$ cat config.mk
export PLATFORM = sky130hd
export DESIGN_NAME = hsm_core
export DESIGN_NICKNAME = d
export VERILOG_FILES = /design/src/rtl/hsm_pkg.sv /design/src/rtl/hsm_lookup.sv /design/src/rtl/hsm_ctrl.sv /design/src/rtl/hsm_core.sv
export SDC_FILE = /design/constraint.sdc
export NUM_CORES = 1
export LEC_CHECK = 0
export CORE_AREA = 5 5 42 44
export CTS_CLUSTER_SIZE = 24
export DETAILED_ROUTE_END_ITERATION = 6
export DIE_AREA = 0 0 47 49
export GPL_TIMING_DRIVEN = 0
export PLACE_DENSITY = 0.64
export SYNTH_ARGS = -nofsm -noshare
export SYNTH_HDL_FRONTEND = slang
export SYNTH_SLANG_ARGS = --single-unit
$ cat constraint.sdc
create_clock -name clk -period 1.9 [get_ports clk]
set_input_delay 0.38 -clock clk [delete_from_list [all_inputs] [get_ports clk]]
set_output_delay 0.38 -clock clk [all_outputs]
set_load 0.05 [all_outputs]
$ cat src/rtl/hsm_pkg.sv
package hsm_pkg;

    localparam int DEF_SW  = 3;
    localparam int DEF_EVW = 3;
    localparam int DEF_TW  = 1;
    localparam int DEF_EW  = 1 + DEF_SW + DEF_TW;
    localparam int DEF_ENTRIES = 2 ** (DEF_SW + DEF_EVW);

    localparam logic [DEF_EVW-1:0] EV_ISR   = 3'b001;
    localparam logic [DEF_EVW-1:0] EV_IRET  = 3'b010;
    localparam logic [DEF_EVW-1:0] EV_TERM  = 3'b011;
    localparam logic [DEF_EVW-1:0] EV_ACT_T = 3'b101;

    localparam logic [DEF_SW-1:0] SYS_IDLE     = 3'd0;
    localparam logic [DEF_SW-1:0] SYS_HND_IDLE = 3'd1;
    localparam logic [DEF_SW-1:0] SYS_HND_ACT  = 3'd2;
    localparam logic [DEF_SW-1:0] SYS_T_RUN    = 3'd3;
    localparam logic [DEF_SW-1:0] SYS_HND_T    = 3'd4;

    localparam logic [DEF_TW-1:0] TH_IDLE = 1'b0;
    localparam logic [DEF_TW-1:0] TH_T    = 1'b1;

    typedef enum logic [0:0] {CTL_WAIT, CTL_DONE} ctl_e;

    function automatic int slot(logic [DEF_SW-1:0] s, logic [DEF_EVW-1:0] e);
        return int'({s, e}) * DEF_EW;
    endfunction

    // Entry layout: {hit, next_state, next_thread}
    function automatic logic [DEF_ENTRIES*DEF_EW-1:0] default_table();
        logic [DEF_ENTRIES*DEF_EW-1:0] t;
        t = '0;
        t[slot(SYS_IDLE,     EV_ISR)   +: DEF_EW] = {1'b1, SYS_HND_IDLE, TH_IDLE};
        t[slot(SYS_HND_IDLE, EV_ACT_T) +: DEF_EW] = {1'b1, SYS_HND_ACT,  TH_IDLE};
        t[slot(SYS_HND_IDLE, EV_IRET)  +: DEF_EW] = {1'b1, SYS_IDLE,     TH_IDLE};
        t[slot(SYS_HND_ACT,  EV_IRET)  +: DEF_EW] = {1'b1, SYS_T_RUN,    TH_T};
        t[slot(SYS_T_RUN,    EV_TERM)  +: DEF_EW] = {1'b1, SYS_IDLE,     TH_IDLE};
        t[slot(SYS_T_RUN,    EV_ISR)   +: DEF_EW] = {1'b1, SYS_HND_T,    TH_T};
        t[slot(SYS_HND_T,    EV_ACT_T) +: DEF_EW] = {1'b1, SYS_HND_T,    TH_T};
        t[slot(SYS_HND_T,    EV_IRET)  +: DEF_EW] = {1'b1, SYS_T_RUN,    TH_T};
        return t;
    endfunction

endpackage

$ cat src/rtl/hsm_lookup.sv
module hsm_lookup #(
    parameter int SW  = 3,
    parameter int EVW = 3,
    parameter int TW  = 1,
    parameter logic [(2**(SW+EVW))*(1+SW+TW)-1:0] TABLE = '0
) (
    input  logic [SW-1:0]  cur_state,
    input  logic [EVW-1:0] ev_code,
    output logic           hit,
    output logic [SW-1:0]  nxt_state,
    output logic [TW-1:0]  nxt_thread
);
    localparam int EW = 1 + SW + TW;

    logic [EW-1:0] entry;

    always_comb begin
        entry      = TABLE[int'({cur_state, ev_code}) * EW +: EW];
        hit        = entry[EW-1];
        nxt_state  = entry[TW +: SW];
        nxt_thread = entry[TW-1:0];
    end
endmodule

$ cat src/rtl/hsm_ctrl.sv
module hsm_ctrl
    import hsm_pkg::*;
(
    input  logic clk,
    input  logic rst_n,
    input  logic event_valid,
    output logic event_ready,
    output logic accept,
    output logic out_valid
);
    ctl_e ctl_q, ctl_d;

    always_comb begin
        ctl_d = ctl_q;
        unique case (ctl_q)
            CTL_WAIT: if (event_valid) ctl_d = CTL_DONE;
            CTL_DONE: ctl_d = CTL_WAIT;
            default:  ctl_d = CTL_WAIT;
        endcase
    end

    always_ff @(posedge clk or negedge rst_n) begin
        if (!rst_n) ctl_q <= CTL_WAIT;
        else        ctl_q <= ctl_d;
    end

    always_comb begin
        event_ready = 1'b0;
        out_valid   = 1'b0;
        unique case (ctl_q)
            CTL_WAIT: event_ready = 1'b1;
            CTL_DONE: out_valid   = 1'b1;
            default:  event_ready = 1'b0;
        endcase
        accept = event_ready && event_valid;
    end
endmodule

$ cat src/rtl/hsm_core.sv
module hsm_core #(
    parameter int SW  = hsm_pkg::DEF_SW,
    parameter int EVW = hsm_pkg::DEF_EVW,
    parameter int TW  = hsm_pkg::DEF_TW,
    parameter logic [SW-1:0] RESET_STATE  = '0,
    parameter logic [TW-1:0] RESET_THREAD = '0,
    parameter logic [(2**(SW+EVW))*(1+SW+TW)-1:0] TABLE = hsm_pkg::default_table()
) (
    input  logic           clk,
    input  logic           rst_n,
    input  logic           event_valid,
    input  logic [EVW-1:0] event_code,
    output logic           event_ready,
    output logic           out_valid,
    output logic [TW-1:0]  run_thread,
    output logic [SW-1:0]  sys_state,
    output logic           resched,
    output logic           bad_event
);
    logic          accept;
    logic          hit;
    logic [SW-1:0] nxt_state;
    logic [TW-1:0] nxt_thread;
    logic [SW-1:0] state_q;
    logic [TW-1:0] thread_q;
    logic          resched_q;
    logic          bad_q;

    hsm_ctrl u_ctrl (
        .clk         (clk),
        .rst_n       (rst_n),
        .event_valid (event_valid),
        .event_ready (event_ready),
        .accept      (accept),
        .out_valid   (out_valid)
    );

    hsm_lookup #(.SW(SW), .EVW(EVW), .TW(TW), .TABLE(TABLE)) u_lookup (
        .cur_state  (state_q),
        .ev_code    (event_code),
        .hit        (hit),
        .nxt_state  (nxt_state),
        .nxt_thread (nxt_thread)
    );

    always_ff @(posedge clk or negedge rst_n) begin
        if (!rst_n) begin
            state_q   <= RESET_STATE;
            thread_q  <= RESET_THREAD;
            resched_q <= 1'b0;
            bad_q     <= 1'b0;
        end else if (accept && hit) begin
            state_q   <= nxt_state;
            thread_q  <= nxt_thread;
            resched_q <= (nxt_thread != thread_q);
            bad_q     <= 1'b0;
        end else if (accept) begin
            resched_q <= 1'b0;
            bad_q     <= 1'b1;
        end else begin
            resched_q <= 1'b0;
            bad_q     <= 1'b0;
        end
    end

    always_comb begin
        sys_state  = state_q;
        run_thread = thread_q;
        resched    = resched_q;
        bad_event  = bad_q;
    end
endmodule

==> results.py <==
metrics = {
    "status": {
        "status": "finished, final reports clean",
    },
    "global_routing": {
        "first_global_vias": 383,
        "gr-max-usage-layer": "met1",
        "grt_use_total": 0.1030,
        "grt_max_degree": 11,
        "grt_pass1_wl_um": 1662,
        "met2_usage": 0.1290,
        "met1_usage": 0.1377,
        "use_met3": 0.01107,
        "grt_overflow": 0,
        "grt_antenna_before_repair": 0,
    },
    "yosys": {
        "synth_seq_area_share": 0.3794,
        "syn_nets": 55,
        "synthFlopType": "dfrtp_1",
        "postSynth.asyncResetShare": 1.000,
        "netlist_instances": 49,
        "yosysWarnings": 0,
        "syn_avg_cell_area_um2": 9.422,
        "syn_area_um2": 461.7,
        "ys_types": 28,
        "synth_seq_cells": 7,
        "synth_enable_flop_cells": 0,
    },
    "place": {
        "hpwl_um": 728.8,
        "gp_congestion": 0.7244,
        "numPortBuffers": 13,
    },
    "sta": {
        "clock.fmax_mhz": 537.4,
        "relSlewSlack": 0.6625,
        "setup_viol": 0,
        "worst_clock_skew_ps": 1.318,
        "worst_pin_slew_ps": 505.4,
        "rsz0062_at_grt": "false",
        "hold_viol": 0,
        "fin_crit_sh": 0.9793,
        "finalCriticalPeriod_ps": 1861,
        "slew_violations": 0,
        "final.setup.tns_ps": 0,
    },
    "die": {
        "ios": 14,
        "die_x_um": 47,
        "start_util": 0.3295,
        "dieArea_um2": 2303,
        "placeableCoreArea_um2": 1401,
        "core.rowCount": 14,
        "fp.dieH_um": 49,
    },
    "critical_path": {
        "crit_slowest_cell": "or3b_1",
        "r2r_slack_ps": 140,
        "cp-startpoint": "event_code[2]",
        "crit_path_end_kind": "flip-flop",
        "critPathArrivalTime_ps": 2000,
        "r2r_start": "sys_state[0]",
        "slowest_delay_ps": 380,
        "cp_max_fo": 8,
        "crit_type": "primary input to flip-flop",
        "worstPathCellList": "dlygate4sd2_1 > or3b_1 > a211o_1 > a31oi_4 > mux2_2",
        "crit_required_ps": 2040,
        "cp-start-kind": "primary input",
    },
    "final_layout": {
        "antennaDiodeCount": 0,
        "drive_gt1_frac": 0.1940,
        "syn2layout_area_growth_pct": 40.38,
        "fin_nets": 74,
    },
    "clock_tree": {
        "numCtsBuffers": 3,
        "htreeDepth": 1,
        "clk_latency_ps": 250,
        "cts_tree": "yes",
        "root_buffer": "clkbuf_4",
        "cts.sinks": 7,
        "path_clk_slew_ps": 50,
        "clk_path_buf_depth": 2,
    },
    "drt": {
        "drt-pass1-iter-count": 4,
        "drc": 0,
        "vias": 440,
        "drtIter0Drc": 6,
        "viasPerCell": 5.301,
        "wl_per_cell_um": 11.94,
        "ant_nets": 0,
        "drt_wl_total_um": 991,
    },
    "pwr": {
        "power.total_mw": 0.4045,
        "p_per_area_nw_per_um2": 624.1,
        "ir_drop_v": 0.0001591,
        "leakagePower_nw": 0.2972,
    },
    "min_path": {
        "min_path_type": "primary input to async pin",
    },
    "flow_run": {
        "maxCapViolCount": 0,
    },
}
cells in the mapped netlist (all sizes together), types with 2 or more instances:
cell    n  area, µm²
and2b   2      15.01
and3    2      12.51
clkbuf  2      7.510
dfrtp   7      175.2
inv     2      7.510
mux2    3      33.78
nand2   3      11.26
nand3   3      15.01
nor2    5      18.77
o21ai   2      10.01
cell families (layout without fill, tap and decap cells):
family / Yosys count / in the layout / share of synthesized area
compound gates: 10 / 10 / 0.1843
simple gates: 22 / 22 / 0.2818
flops: 7 / 7 / 0.3794
buf+inv: 5 / 23 / 0.04336
mux: 3 / 3 / 0.07317
xor+xnor: 2 / 2 / 0.03795
worst paths after layout:
check | to | cells past startpoint
max | sys_state[0] | 5
min | sys_state[1] | 1
max reg2reg | sys_state[0] | 5
min reg2reg | run_thread | 1
max in group asynchronous | sys_state[2] | 1
min in group clk | run_thread | 1
final cells by class:
| class | instances | area, µm² |
|---|---|---|
| flip-flops and latches | 7 | 177.7 |
| well taps | 16 | 20.02 |
| clock buffers | 4 | 26.28 |
| inverters | 2 | 7.507 |
| multi-input cells | 37 | 266.5 |
| plain buffers | 3 | 13.76 |
| repair buffers | 14 | 136.4 |
| fillers | 172 | 753.2 |
registers in the layout, indices dropped and copies added, names as in the netlist:
signal and flops:
bad_event 1, resched 1, sys_state 3, u_ctrl.ctl_q 1
run_thread 1
worst max-delay path: cells and delay by family:
kind	cells	cell delay (ps)
compound gates	2	570
simple gates	1	380
mux	1	360
buf+inv	1	310
metal layers:
metal,share of wire,wire length [µm],vias up
li1,-,-,213
met2,0.43,427,21
met1,0.42,416,201
met4,0.053,53,0
met3,0.095,94,5
met5,0,0,-
stage by stage:
step           instances    util  hold slack (ps)  setup slack [ps]  instance area (µm²)
5_1_grt               83  0.4625            407.6             2.674                648.1
4_1_cts               83  0.4598            385.3             21.29                644.4
6_report              83  0.4625            374.0             39.31                648.1
2_1_floorplan         49       -            84.41             30.92                464.2
3_3_place_gp          78  0.4384            546.9            -466.8                614.3
3_5_place_dp          78  0.4384            556.2            -484.2                614.3
power by group:
group | leakage [nW] | internal [mW] | switching, mW
registers | 0.0913 | 0.157 | 0.00282
clock network | 0.0150 | 0.0802 | 0.0553
logic | 0.191 | 0.0411 | 0.0684
cell usage in the layout, fill, tap and decap left out, types with 2 or more instances in the layout:
cell type / instances
clkbuf_1: 2
dlygate4sd2_1: 3
dfrtp_1: 5
and3_1: 2
o21ai_0: 2
clkbuf_4: 3
nor2_1: 5
nand3_1: 3
nand2_1: 3
mux2_2: 3
and2b_1: 2
dfrtp_2: 2
clkdlybuf4s50_1: 9
inv_1: 2
repair_timing:
item	CTS	global route
pin swaps	2	0
setup buffers	1	0
gates cloned	0	0
hold buffers	0	0
gates resized for setup	3	3
endpoints found under the setup margin	4	2
Note: power is estimated with default switching activity, not from simulation.
